File: config.mk
export PLATFORM = sky130hd
export DESIGN_NAME = gpio_mask_out
export DESIGN_NICKNAME = d
export VERILOG_FILES = /design/src/rtl/gpio_mask_pkg.sv /design/src/rtl/gpio_reg_decode.sv /design/src/rtl/gpio_setclr_reg.sv /design/src/rtl/gpio_data_latch.sv /design/src/rtl/gpio_pin_drive.sv /design/src/rtl/gpio_mask_out.sv
export SDC_FILE = /design/constraint.sdc
export NUM_CORES = 1
export LEC_CHECK = 0
export BUFFER_PORTS_ARGS = -buffer_cell sky130_fd_sc_hd__buf_2
export CAP_MARGIN = 20
export CORE_UTILIZATION = 45
export DETAILED_ROUTE_END_ITERATION = 10
export GPL_ROUTABILITY_DRIVEN = 0
export PLACE_DENSITY = 0.74
export RECOVER_POWER = 25
export SYNTH_ARGS = -nofsm -noshare
export SYNTH_HDL_FRONTEND = slang
export SYNTH_SLANG_ARGS = --single-unit
File: constraint.sdc
create_clock -name clk -period 2.24 [get_ports clk]
set_input_delay 0.224 -clock clk [delete_from_list [all_inputs] [get_ports clk]]
set_output_delay 0.224 -clock clk [all_outputs]
set_load 0.05 [all_outputs]
File: src/rtl/gpio_mask_pkg.sv
package gpio_mask_pkg;

  localparam int ADDR_W = 4;

  typedef enum logic [ADDR_W-1:0] {
    A_SET    = 4'h0,
    A_CLR    = 4'h1,
    A_DATA   = 4'h2,
    A_MEN    = 4'h3,
    A_MDIS   = 4'h4,
    A_MSTAT  = 4'h5,
    A_ODEN   = 4'h6,
    A_ODDIS  = 4'h7,
    A_ODSTAT = 4'h8,
    A_OEEN   = 4'h9,
    A_OEDIS  = 4'hA,
    A_OESTAT = 4'hB
  } reg_addr_e;

  typedef struct packed {
    logic set;
    logic clr;
    logic data;
    logic men;
    logic mdis;
    logic oden;
    logic oddis;
    logic oeen;
    logic oedis;
  } wr_strobe_t;

endpackage

File: src/rtl/gpio_reg_decode.sv
module gpio_reg_decode
  import gpio_mask_pkg::*;
(
  input  logic              wr_en,
  input  logic [ADDR_W-1:0] addr,
  output wr_strobe_t        stb
);

  always_comb begin
    stb = '0;
    if (wr_en) begin
      case (reg_addr_e'(addr))
        A_SET:   stb.set   = 1'b1;
        A_CLR:   stb.clr   = 1'b1;
        A_DATA:  stb.data  = 1'b1;
        A_MEN:   stb.men   = 1'b1;
        A_MDIS:  stb.mdis  = 1'b1;
        A_ODEN:  stb.oden  = 1'b1;
        A_ODDIS: stb.oddis = 1'b1;
        A_OEEN:  stb.oeen  = 1'b1;
        A_OEDIS: stb.oedis = 1'b1;
        default: stb = '0;
      endcase
    end
  end

endmodule

File: src/rtl/gpio_setclr_reg.sv
module gpio_setclr_reg #(
  parameter int WIDTH = 32
) (
  input  logic             clk,
  input  logic             rst,
  input  logic             set_stb,
  input  logic             clr_stb,
  input  logic [WIDTH-1:0] wdata,
  output logic [WIDTH-1:0] q
);

  logic [WIDTH-1:0] set_bits;
  logic [WIDTH-1:0] clr_bits;

  assign set_bits = set_stb ? wdata : '0;
  assign clr_bits = clr_stb ? wdata : '0;

  always_ff @(posedge clk) begin
    if (rst) q <= '0;
    else     q <= (q | set_bits) & ~clr_bits;
  end

endmodule

File: src/rtl/gpio_data_latch.sv
module gpio_data_latch #(
  parameter int WIDTH = 32
) (
  input  logic             clk,
  input  logic             rst,
  input  logic             set_stb,
  input  logic             clr_stb,
  input  logic             data_stb,
  input  logic [WIDTH-1:0] auth_mask,
  input  logic [WIDTH-1:0] wdata,
  output logic [WIDTH-1:0] q
);

  logic [WIDTH-1:0] nxt;

  always_comb begin
    nxt = q;
    if (set_stb)  nxt = nxt | wdata;
    if (clr_stb)  nxt = nxt & ~wdata;
    if (data_stb) nxt = (nxt & ~auth_mask) | (wdata & auth_mask);
  end

  always_ff @(posedge clk) begin
    if (rst) q <= '0;
    else     q <= nxt;
  end

endmodule

File: src/rtl/gpio_pin_drive.sv
module gpio_pin_drive #(
  parameter int WIDTH = 32
) (
  input  logic             clk,
  input  logic             rst,
  input  logic [WIDTH-1:0] latch,
  input  logic [WIDTH-1:0] gpio_oe,
  input  logic [WIDTH-1:0] sel,
  input  logic [WIDTH-1:0] pv,
  input  logic [WIDTH-1:0] poe,
  input  logic [WIDTH-1:0] od,
  output logic [WIDTH-1:0] pin_out,
  output logic [WIDTH-1:0] pin_oe
);

  for (genvar i = 0; i < WIDTH; i++) begin : g_line
    logic val;
    logic en;

    assign val = sel[i] ? pv[i]  : latch[i];
    assign en  = sel[i] ? poe[i] : gpio_oe[i];

    always_ff @(posedge clk) begin
      if (rst) begin
        pin_out[i] <= 1'b0;
        pin_oe[i]  <= 1'b0;
      end else if (od[i]) begin
        pin_out[i] <= 1'b0;
        pin_oe[i]  <= en & ~val;
      end else begin
        pin_out[i] <= val;
        pin_oe[i]  <= en;
      end
    end
  end

endmodule

File: src/rtl/gpio_mask_out.sv
module gpio_mask_out
  import gpio_mask_pkg::*;
#(
  parameter int NUM_LINES = 32
) (
  input  logic                 clk,
  input  logic                 rst,
  input  logic                 wr_en,
  input  logic                 rd_en,
  input  logic [ADDR_W-1:0]    addr,
  input  logic [NUM_LINES-1:0] wdata,
  output logic [NUM_LINES-1:0] rdata,
  input  logic [NUM_LINES-1:0] pin_sel,
  input  logic [NUM_LINES-1:0] periph_out,
  input  logic [NUM_LINES-1:0] periph_oe,
  output logic [NUM_LINES-1:0] pin_out,
  output logic [NUM_LINES-1:0] pin_oe
);

  wr_strobe_t           stb;
  logic [NUM_LINES-1:0] latch_q;
  logic [NUM_LINES-1:0] mask_q;
  logic [NUM_LINES-1:0] od_q;
  logic [NUM_LINES-1:0] oe_q;
  logic [NUM_LINES-1:0] rd_mux;

  gpio_reg_decode u_dec (
    .wr_en (wr_en),
    .addr  (addr),
    .stb   (stb)
  );

  gpio_setclr_reg #(.WIDTH(NUM_LINES)) u_mask (
    .clk (clk), .rst (rst),
    .set_stb (stb.men), .clr_stb (stb.mdis),
    .wdata (wdata), .q (mask_q)
  );

  gpio_setclr_reg #(.WIDTH(NUM_LINES)) u_od (
    .clk (clk), .rst (rst),
    .set_stb (stb.oden), .clr_stb (stb.oddis),
    .wdata (wdata), .q (od_q)
  );

  gpio_setclr_reg #(.WIDTH(NUM_LINES)) u_oe (
    .clk (clk), .rst (rst),
    .set_stb (stb.oeen), .clr_stb (stb.oedis),
    .wdata (wdata), .q (oe_q)
  );

  gpio_data_latch #(.WIDTH(NUM_LINES)) u_latch (
    .clk (clk), .rst (rst),
    .set_stb (stb.set), .clr_stb (stb.clr), .data_stb (stb.data),
    .auth_mask (mask_q), .wdata (wdata), .q (latch_q)
  );

  gpio_pin_drive #(.WIDTH(NUM_LINES)) u_pins (
    .clk (clk), .rst (rst),
    .latch (latch_q), .gpio_oe (oe_q),
    .sel (pin_sel), .pv (periph_out), .poe (periph_oe),
    .od (od_q),
    .pin_out (pin_out), .pin_oe (pin_oe)
  );

  always_comb begin
    case (reg_addr_e'(addr))
      A_DATA:   rd_mux = latch_q;
      A_MSTAT:  rd_mux = mask_q;
      A_ODSTAT: rd_mux = od_q;
      A_OESTAT: rd_mux = oe_q;
      default:  rd_mux = '0;
    endcase
  end

  always_ff @(posedge clk) begin
    if (rst)        rdata <= '0;
    else if (rd_en) rdata <= rd_mux;
  end

endmodule

* After elaboration in Yosys (flattened, before gate mapping)
Index checks and enable logic that the tools add are counted.
** Word-level totals
- Bits of input ports :: 136
- Output and inout bits :: 96
- Logic and storage cells :: 309
- Register bits :: 224
** Cells by class
- Mux-type cells :: 116
- Equality and inequality tests :: 11
- Bitwise logic cells :: 80
- Reductions and logical operators :: 33
** Operators with widths (number)
- $mux W32 :: 9
- $and A32 B32 Y32 :: 6
- $not A32 Y32 :: 5
- $or A32 B32 Y32 :: 5
- $pmux W32 S4 :: 1
- $mux W1 :: 105
- $reduce_or A2 Y1 :: 32
- $and A1 B1 Y1 :: 32
- $not A1 Y1 :: 32
- $eq A4 B3 Y1 const B :: 4
- $eq A4 B4 Y1 const B :: 4
- $mux W9 :: 1
- $eq A4 B2 Y1 const B :: 2
- $eq A4 B1 Y1 const B :: 1
- $logic_not A4 Y1 :: 1

* Logic depth before layout (Yosys ltp)
Gate-level depths: netlist of run 1.
- Depth in word-level cells :: 9
- Mapped depth :: 8
- Depth with buffers taken out :: 4

* By module
A second synthesis of run 1 with hierarchy kept.
** Second synthesis, totals
- Cells, all modules :: 964
- Area, all modules :: 10344.9 um2
** Modules (own cells, without submodules)
- gpio_setclr_reg :: seq. area each 640.6 um2, cells an instance 105, times used 3, area each 1262.5 um2
- gpio_pin_drive :: seq. area each 1281.2 um2, cells an instance 232, times used 1, area each 2645.0 um2
- gpio_data_latch :: seq. area each 640.6 um2, cells an instance 208, times used 1, area each 2054.5 um2
- gpio_mask_out :: seq. area each 640.6 um2, cells an instance 194, times used 1, area each 1776.7 um2
- gpio_reg_decode :: seq. area each 0.0 um2, cells an instance 15, times used 1, area each 81.3 um2

* Worst setup path before layout of run 1
OpenSTA, ideal clock, no wires.
- Path type :: input -> register
- Start point :: input port addr[3]
- End point :: register u_latch.q[23]
- Arrival :: 1.528 ns
- Data required time :: 2.137 ns
- Buffers on the path :: 2
- Cell stages on the path :: 6
- Setup slack :: 0.609 ns
- Library setup time :: 0.103 ns
- Path through :: buf_4 nor4b_4 buf_6 nand2_1 and3_1 a2111oi_2
** Between the ends
- Longest elaborated chain between the ends :: 9
- Elaborated cells on any way between the ends :: 13
- Those cells by class :: eq/ne (2); mux (7); bitwise (3); reduce/logical (1)
** RTL lines
- start, declared :: RTL line gpio_mask_out.sv:10 : input logic [ADDR_W-1:0] addr,
- $logic_not A4 Y1 :: RTL line gpio_reg_decode.sv:12 : case (reg_addr_e'(addr))
- $mux W1 :: RTL line gpio_reg_decode.sv:12
- $mux W9 (*) :: RTL line gpio_reg_decode.sv:11 : if (wr_en) begin
- $mux W32 :: RTL line gpio_data_latch.sv:18 : if (set_stb) nxt = nxt | wdata;
- $and A32 B32 Y32 :: RTL line gpio_data_latch.sv:19 : if (clr_stb) nxt = nxt & ~wdata;
- $mux W32 :: RTL line gpio_data_latch.sv:19
- $and A32 B32 Y32 :: RTL line gpio_data_latch.sv:20 : if (data_stb) nxt = (nxt & ~auth_mask) | (wdata & auth_mask);
- $or A32 B32 Y32 :: RTL line gpio_data_latch.sv:20
- $mux W32 (*) :: RTL line gpio_data_latch.sv:20
- end signal, assigned :: RTL line gpio_data_latch.sv:25 : else q <= nxt;
- end, declared :: RTL line gpio_data_latch.sv:11 : output logic [WIDTH-1:0] q
Every way passes the cells marked *; elsewhere a longest branch is shown, timed or not.
A chain may end at the register's enable or synchronous reset.

* Worst setup path in the final report of run 1
- Start point :: input port addr[0]
- End point :: register rdata[17]
** Between the ends
- Longest elaborated chain between the ends :: 2
- Elaborated cells on any way between the ends :: 5
- Those cells by class :: eq/ne (4); mux (1)
** RTL lines
- $eq A4 B4 Y1, or another cell as far along :: RTL line gpio_mask_out.sv:66 : case (reg_addr_e'(addr))
- $pmux W32 S4 (*) :: RTL line gpio_mask_out.sv:66
- end signal, assigned :: RTL line gpio_mask_out.sv:77 : else if (rd_en) rdata <= rd_mux;
- end, declared :: RTL line gpio_mask_out.sv:12 : output logic [NUM_LINES-1:0] rdata,
Marked as above.

==> results of run 1 <==
metrics by stage:
step | util, % | setup slack [ps] | area, µm² | cells
CTS | 56.0 | 731 | 11700 | 1431
global placement | 52.3 | 279 | 11000 | 1391
detailed placement | 52.3 | 246 | 11000 | 1391
finish | 56.0 | 729 | 11700 | 1433
global route | 56.0 | 622 | 11700 | 1431
floorplan | - | 609 | 9610 | 973
power breakdown:
group	total, mW	internal [mW]	switching, mW
Clock	3.92	2.37	1.55
Sequential	4.11	4.07	0.0406
Combinational	0.882	0.290	0.593
kinds of logic after synthesis:
logic type | count (synthesis) | synth area share, %
compound gates | 383 | 29.8
mux | 64 | 7.06
xor+xnor | 1 | 0.0912
buf+inv | 116 | 5.52
flops | 224 | 46.7
simple gates | 185 | 10.9
synthesized netlist by cell type (all sizes together), types with 3 or more instances:
master | n | area [µm²]
o21ai | 32 | 160
nand2b | 33 | 206
mux2 | 30 | 338
nor2b | 3 | 18.8
a2111oi | 32 | 463
and3 | 31 | 194
dfxtp | 224 | 4480
a211oi | 126 | 946
nor3 | 6 | 30.0
a222oi | 32 | 320
buf | 47 | 270
nor2 | 7 | 26.3
nor3b | 32 | 245
a21oi | 96 | 480
nor4b | 3 | 41.3
mux2i | 34 | 340
nand2 | 65 | 244
clkbuf | 68 | 256
a31oi | 32 | 200
a22o | 32 | 280
per-layer routing:
metal	routed length (µm)	part of all wire, %	global-route usage (%)
met1	11800	43	32.6
met2	13400	48	41.9
met3	2000	7.3	4.02
met4	436	1.6	6.03
met5	13	0.047	0
cells in the final DEF (no fill, tap or decap), drive strengths merged, types with 2 or more instances in the layout:
master   instances
a2111oi         32
a211oi         126
a21oi           96
a222oi          32
a22o            32
a31oi           32
and3            31
buf            255
clkbuf          40
clkinv           2
dfxtp          224
diode            2
mux2            30
mux2i           34
nand2           65
nand2b          33
nor2             7
nor2b            3
nor3             6
nor3b           32
nor4b            3
o21ai           32
critical path: cells and delay by family:
family / cells / cell delay (ps)
AO/OA/AOI/OAI: 2 / 860
XOR/XNOR: 1 / 190
buffers and inverters: 2 / 500
AND/OR/NAND/NOR: 1 / 100
sequential cells by signal (all words and copies together) (netlist names):
name and flops:
rdata 32, u_mask.q 32, u_oe.q 32, u_pins.pin_out 32
u_pins.pin_oe 32, u_od.q 32, u_latch.q 32
how the worst max path moves through the flow:
| stage | from | end | depth (start not counted) |
|---|---|---|---|
| 3_5_place_dp | addr[0] | rdata[16]$_SDFFE_PP0P_ | 6 |
| 4_1_cts | addr[0] | rdata[17]$_SDFFE_PP0P_ | 6 |
| 5_1_grt | addr[1] | rdata[17]$_SDFFE_PP0P_ | 7 |
| 6_report | addr[0] | rdata[17]$_SDFFE_PP0P_ | 6 |
| 3_3_place_gp | addr[0] | rdata[20]$_SDFFE_PP0P_ | 6 |
| 2_1_floorplan | addr[3] | u_latch.q[23]$_SDFF_PP0_ | 6 |
cell type report:
class / instances / area share [%]
antenna: 2 / 0.0426
sequential: 224 / 38.2
timing repair buffer: 258 / 12.1
tap: 275 / 2.93
inverter: 1 / 0.0320
multi-input combinational: 633 / 40.0
clock inverter: 3 / 0.341
clock buffer: 37 / 6.31
==> impl_metrics.json, run 1 <==
{
  "status": "finished clean",
  "cts_setup_buffers": 0,
  "vias_per_cell": 5.91,
  "ys_seq_elements": 224,
  "worstSetupPathType": "input pin to flip-flop",
  "syn_area_um2": 9610,
  "layout_worst_path_cycle_share_pct": 67.5,
  "critPathSlowestCell": "o311ai_4",
  "hold_path_class": "input pin to flip-flop",
  "hpwl_um": 18000,
  "drv_slew": 0,
  "initial_core_util_pct": 45.9,
  "synth_edf_count": 0,
  "synth.avg_cell_area_um2": 9.88,
  "startpoint_type": "input pin",
  "regArea_um2": 4480,
  "nets": 1279,
  "wl_per_cell_um": 19.3,
  "rsz0062_at_grt": "false",
  "reg2reg_depth": 3,
  "cp_cell_sequence": "buf_2, xor2_1, nor3b_1, o311ai_4, buf_12, o21ai_0",
  "holdPathStages": 2,
  "drive_gt1_share_pct": 31.7,
  "multi_input_area_um2": 4700,
  "finalClockSkew_ps": 8.51,
  "coreArea_um2": 21000,
  "grt-ovfl-total": 0,
  "reg2reg_from": "u_od.q[17]$_SDFF_PP0_",
  "layout_min_cycle_time_ps": 1510,
  "setup-tns-final_ps": 0,
  "dieHeight_um": 148,
  "drc": 0,
  "slowest_delay_ps": 740,
  "cts_resized": 0,
  "fp.dieArea_um2": 21900,
  "p_total_mw": 8.90,
  "fp-row-count": 53,
  "hold_path_end": "u_latch.q[18]$_SDFF_PP0_",
  "numCtsBuffers": 25,
  "die_w_um": 148,
  "synth.distinct_cells": 36,
  "area_growth_pct": 22.1,
  "synth_nets": 1109,
  "regToRegEndpoint": "rdata[17]$_SDFFE_PP0P_",
  "port_buffers": 231,
  "io_pins": 232,
  "worstPathArrival_ps": 1880,
  "cts_tree": "built",
  "final_hold_viol_count": 0,
  "wl_um": 27600,
  "cts_sinks": 224,
  "ant_nets": 0,
  "ir_drop_uv": 548,
  "cp.required_ps": 2610,
  "hold_path_startpoint": "wdata[18]",
  "relSlewSlack_pct": 36.4,
  "end_kind": "flip-flop",
  "leakagePower_nw": 4.50,
  "fmax_mhz": 662,
  "power_density_nw_per_um2": 759,
  "whs_ps": 20.9,
  "seq_area_frac_synth_pct": 46.7,
  "grt_pass1_vias": 8005,
  "setup_viol": 0,
  "ff2ff_setup_slack_ps": 1040,
  "clockBufferDepth": 3,
  "async_flop_share_pct": 0,
  "grt.total_usage_pct": 24.7,
  "cts_max_level": 1,
  "cts_hold_buf": 0,
  "drtPass1Iterations": 9,
  "grt_antenna_before_repair": 2,
  "fillCellCount": 1899,
  "grt_max_degree": 163,
  "maxCapViolCount": 0,
  "cts.clk_slew.worst_paths_ps": 60,
  "vias": 8471,
  "insertion_delay_ps": 510,
  "root_buffer": "clkbuf_16",
  "yosys_warnings": 0,
  "cp_max_fo": 17,
  "worst_pin_slew_ps": 952,
  "synthFlopType": "dfxtp_1",
  "initialDrtViolationCount": 750,
  "syn_inst": 973,
  "grt_pass1_wl_um": 43600
}
No activity file was read; power rests on OpenSTA's default activity.
==> inputs of run 2 (changes only) <==
- clock period: 2.24 -> 1.45 ns (I/O delays scaled with it)
==> impl_metrics.json, run 2 (synthesis results as in run 1) <==
{
  "status": "finished with violations",
  "violations": "negative hold slack",
  "leakagePower_nw": 5.35,
  "maxCapViolCount": 0,
  "dp_cells": 1443,
  "drtPass1Iterations": 8,
  "coreArea_um2": 21000,
  "layoutNonFillerInstCount": 1617,
  "dieHeight_um": 148,
  "critPathSlowestCell": "clkbuf_2",
  "grt_pass1_wl_um": 48900,
  "area_growth_pct": 42.3,
  "vias": 9473,
  "drive_gt1_share_pct": 31.1,
  "end_kind": "flip-flop",
  "final_hold_viol_count": 2,
  "ir_drop_uv": 860,
  "setup_ws_ps": 39.9,
  "setup_viol": 0,
  "hold_path_startpoint": "periph_oe[4]",
  "wl_per_cell_um": 19.5,
  "cts_sinks": 224,
  "grt-ovfl-total": 0,
  "p_total_mw": 14.4,
  "reg2reg_depth": 3,
  "nets": 1458,
  "hold_path_end": "u_pins.pin_oe[4]$_SDFF_PP0_",
  "cp.required_ps": 1810,
  "worstPathArrival_ps": 1770,
  "relSlewSlack_pct": 62.3,
  "insertion_delay_ps": 510,
  "layout_common_cells": "buf_2 (228), dfxtp_1 (223), dlygate4sd3_1 (127)",
  "holdPathStages": 3,
  "ff2ff_setup_slack_ps": 70,
  "cts_tree": "built",
  "worst_pin_slew_ps": 566,
  "cp_max_fo": 18,
  "wl_um": 31500,
  "hold_path_class": "input pin to flip-flop",
  "fp.dieArea_um2": 21900,
  "port_buffers": 231,
  "crit_buf_inv": 5,
  "cts_max_level": 1,
  "die_w_um": 148,
  "finalClockSkew_ps": 15.6,
  "grt_max_degree": 43,
  "io_pins": 232,
  "ant_nets": 0,
  "place_ws_ps": -193,
  "root_buffer": "clkbuf_16",
  "numCtsBuffers": 24,
  "initialDrtViolationCount": 825,
  "drc": 0,
  "cts.clk_slew.worst_paths_ps": 60,
  "fp-row-count": 53,
  "initial_core_util_pct": 45.9,
  "hpwl_um": 19600,
  "drv_slew": 0,
  "power_density_nw_per_um2": 1050,
  "reg2reg_from": "u_oe.q[1]$_SDFF_PP0_",
  "clockBufferDepth": 3,
  "regToRegEndpoint": "u_pins.pin_oe[1]$_SDFF_PP0_",
  "final_common_cell": "buf_2",
  "slowest_delay_ps": 480,
  "fillCellCount": 1636,
  "layout_min_cycle_time_ps": 1410,
  "grt_pass1_vias": 9282,
  "worstSetupPathType": "input pin to flip-flop",
  "setup-tns-final_ps": 0,
  "grt_antenna_before_repair": 1,
  "layout_worst_path_cycle_share_pct": 97.2,
  "cp_cell_sequence": "buf_2, buf_4, buf_4, nor2b_4, clkbuf_2, nand2_1, nor2_4, buf_12, a211oi_1",
  "vias_per_cell": 5.86,
  "whs_ps": -8.02,
  "startpoint_type": "input pin",
  "cpMostUsedCell": "buf_4",
  "critical_path.top_delay_family": "buffers and inverters",
  "grt.total_usage_pct": 27.6,
  "fmax_mhz": 709
}
## run 2: what timing repair did
| action | CTS | global route |
|---|---|---|
| gates resized for setup | 0 | 5 |
| setup buffers | 0 | 0 |
| hold buffers | 129 | 1 |
| endpoints found under the hold margin | 160 | 1 |
| endpoints found under the setup margin | 0 | 3 |
## run 2: layout make-up
| class | count | area, µm² | area share, % |
|---|---|---|---|
| Multi-Input combinational cell | 633 | 4690 | 34.3 |
| Sequential cell | 224 | 4490 | 32.8 |
| Timing Repair Buffer | 438 | 3340 | 24.4 |
| Clock buffer | 35 | 703 | 5.14 |
| Tap cell | 275 | 344 | 2.52 |
| Clock inverter | 9 | 101 | 0.741 |
| Antenna cell | 2 | 5.00 | 0.0366 |
| Inverter | 1 | 3.75 | 0.0275 |
## run 2: power breakdown
part / switching [mW] / internal, mW
Combinational: 1.03 / 0.793
Sequential: 0.0678 / 6.28
Clock: 2.51 / 3.73
## run 2: worst max-delay path by stage
| stage | start | cells after the start | to | slack [ps] |
|---|---|---|---|---|
| 2_1_floorplan | addr[3] | 6 | u_latch.q[23]$_SDFF_PP0_ | -50 |
| 3_3_place_gp | addr[0] | 6 | rdata[28]$_SDFFE_PP0P_ | -130 |
| 3_5_place_dp | addr[3] | 8 | rdata[24]$_SDFFE_PP0P_ | -190 |
| 4_1_cts | u_latch.q[23]$_SDFF_PP0_ | 3 | u_pins.pin_oe[23]$_SDFF_PP0_ | 10 |
| 5_1_grt | u_oe.q[29]$_SDFF_PP0_ | 3 | u_pins.pin_oe[29]$_SDFF_PP0_ | -0.4 |
| 6_report | addr[3] | 9 | u_oe.q[7]$_SDFF_PP0_ | 40 |
## run 2: per-layer routing
layer | vias up | share of wire [%] | track usage, %
li1 | 4452 | - | -
met1 | 4513 | 41 | 35.1
met2 | 420 | 49 | 47.5
met3 | 88 | 6.4 | 3.87
met4 | 0 | 3.3 | 10.4
met5 | - | 0 | 0
## run 2: metrics by stage
stage               cell area, µm²  utilization [%]
floorplan                     9620                -
global placement             11700             55.6
detailed placement           11700             55.6
CTS                          13800             65.6
global route                 13700             65.2
finish                       13700             65.2
## run 2: worst register-to-register path, cell delays in order, from the launching register on
cell,delay [ps]
dfxtp_1,360
mux2i_1,80
dlygate4sd3_1,580
a211oi_1,270
==> inputs of run 3 (changes only) <==
- CORE_UTILIZATION: 45 -> 40
- GPL_TIMING_DRIVEN: default -> 1
- PLACE_DENSITY: 0.74 -> 0.68
==> impl_metrics.json, run 3 (synthesis results as in run 1) <==
{
  "cp.required_ps": 1870,
  "p_sw_mw": 3.55,
  "insertion_delay_ps": 520,
  "leakagePower_nw": 5.28,
  "crit_start": "u_oe.q[1]$_SDFF_PP0_",
  "cts_sinks": 224,
  "wl_per_cell_um": 19.0,
  "layoutNonFillerInstCount": 1660,
  "critPathSlowestCell": "dlygate4sd3_1",
  "reg2reg_from": "u_oe.q[1]$_SDFF_PP0_",
  "initialDrtViolationCount": 713,
  "grt-ovfl-total": 0,
  "slowest_delay_ps": 570,
  "io_pins": 232,
  "critical_path.top_delay_family": "buffers and inverters",
  "power.internal_mw": 10.6,
  "worstSetupPathType": "flip-flop to flip-flop",
  "status": "finished with violations",
  "layout_common_cells": "buf_2 (227), dfxtp_1 (224), dlygate4sd3_1 (146)",
  "pwr-share-clk_pct": 42.3,
  "root_buffer": "clkbuf_16",
  "initial_core_util_pct": 40.8,
  "wl_um": 31600,
  "fp-row-count": 56,
  "layout_min_cycle_time_ps": 1400,
  "rsz0062_at_grt": "false",
  "place_ws_ps": -221,
  "crit_buf_inv": 1,
  "port_buffers": 231,
  "grt_pass1_vias": 9107,
  "cts.clk_slew.worst_paths_ps": 60,
  "cts_setup_buffers": 0,
  "hpwl_um": 19400,
  "cts_tree": "built",
  "setup_ws_ps": 46.8,
  "relSlewSlack_pct": 30.7,
  "dieHeight_um": 157,
  "violations": "negative hold slack",
  "cts_max_level": 1,
  "finalClockSkew_ps": 14.4,
  "clockBufferDepth": 3,
  "grt_max_degree": 51,
  "worst_pin_slew_ps": 1040,
  "p_comb_share_pct": 12.7,
  "hold_path_class": "input pin to flip-flop",
  "dp_cells": 1474,
  "worstPathArrival_ps": 1820,
  "die_w_um": 157,
  "vias_per_cell": 5.62,
  "reg2reg_depth": 3,
  "setup_viol": 0,
  "drtPass1Iterations": 8,
  "power_frac_seq_pct": 45.0,
  "whs_ps": -1.57,
  "drc": 0,
  "hold_path_startpoint": "periph_oe[26]",
  "cp_cell_sequence": "mux2i_1, dlygate4sd3_1, a211oi_1",
  "fp.dieArea_um2": 24600,
  "grt_pass1_wl_um": 48900,
  "final_area_um2": 13600,
  "drv_slew": 0,
  "end_kind": "flip-flop",
  "setup-tns-final_ps": 0,
  "swShare_pct": 25.1,
  "cp_max_fo": 3,
  "grt.total_usage_pct": 25.1,
  "crit_cells": 3,
  "area_growth_pct": 41.7,
  "ir_drop_uv": 880,
  "final_hold_viol_count": 1,
  "numCtsBuffers": 25,
  "drive_gt1_share_pct": 29.6,
  "grt_antenna_before_repair": 2,
  "dpl-instance-area_um2": 11500,
  "vias": 9321,
  "final_common_cell": "buf_2",
  "nets": 1464,
  "power_density_nw_per_um2": 1040,
  "maxCapViolCount": 0,
  "fmax_mhz": 713,
  "layout_worst_path_cycle_share_pct": 96.8,
  "ant_nets": 0,
  "startpoint_type": "flip-flop",
  "coreArea_um2": 23500,
  "holdPathStages": 3
}
## run 3: changes by cell type in the layout (fill, tap and decap cells not counted), moves of 2 or more
cell,previous run,this run
dlygate4sd3_1,127,146
buf_12,26,17
buf_4,45,39
clkbuf_2,3,8
clkbuf_4,3,1
## run 3: cell type report
type,instances,area (µm²)
Clock inverter,5,50.0
Clock buffer,34,699
Sequential cell,224,4480
Antenna cell,1,2.50
Tap cell,319,399
Timing Repair Buffer,443,3300
Fill cell,1989,9930
Inverter,1,3.75
Multi-Input combinational cell,633,4680
## run 3: path summary, 6_finish.rpt
check                                 end  slack (ps)
min          u_pins.pin_oe[26]$_SDFF_PP0_          -2
max           u_pins.pin_oe[1]$_SDFF_PP0_          50
max reg2reg   u_pins.pin_oe[1]$_SDFF_PP0_          50
min reg2reg        rdata[10]$_SDFFE_PP0P_         440
## run 3: power groups by stage
stage	sequential [mW]	combinational, mW	clock, mW
after detailed placement	6.48	1.47	0
after global placement	6.47	1.44	0
after global routing	6.36	1.91	6.29
final	6.35	1.79	5.96
after CTS	6.34	1.78	6.04
after floorplan	6.74	0.640	0
## run 3: worst reg2reg max path, cell delays in order (launching register included)
cell and delay, ps:
dfxtp_1 370, mux2i_1 90, dlygate4sd3_1 570, a211oi_1 270
## run 3: metal layers
layer  up-vias  wire length, µm  global-route usage (%)
li1       4443                -                       -
met1      4393            13300                    31.8
met2       415            15200                    43.0
met3        68             2300                    4.21
met4         2              809                    8.50
met5         -               11                       0
## run 3: metrics by stage
step                      utilization (%)  total power [mW]
after floorplan                         -              7.38
after global placement               48.8              7.92
after detailed placement             48.8              7.94
after CTS                            58.2              14.2
after global routing                 57.8              14.6
final                                57.8              14.1
## run 3: timing repair
action | CTS | global route
hold buffers | 146 | 0
hold endpoints to repair | 162 | 0
setup endpoints to repair | 0 | 1
gates resized for setup | 0 | 1
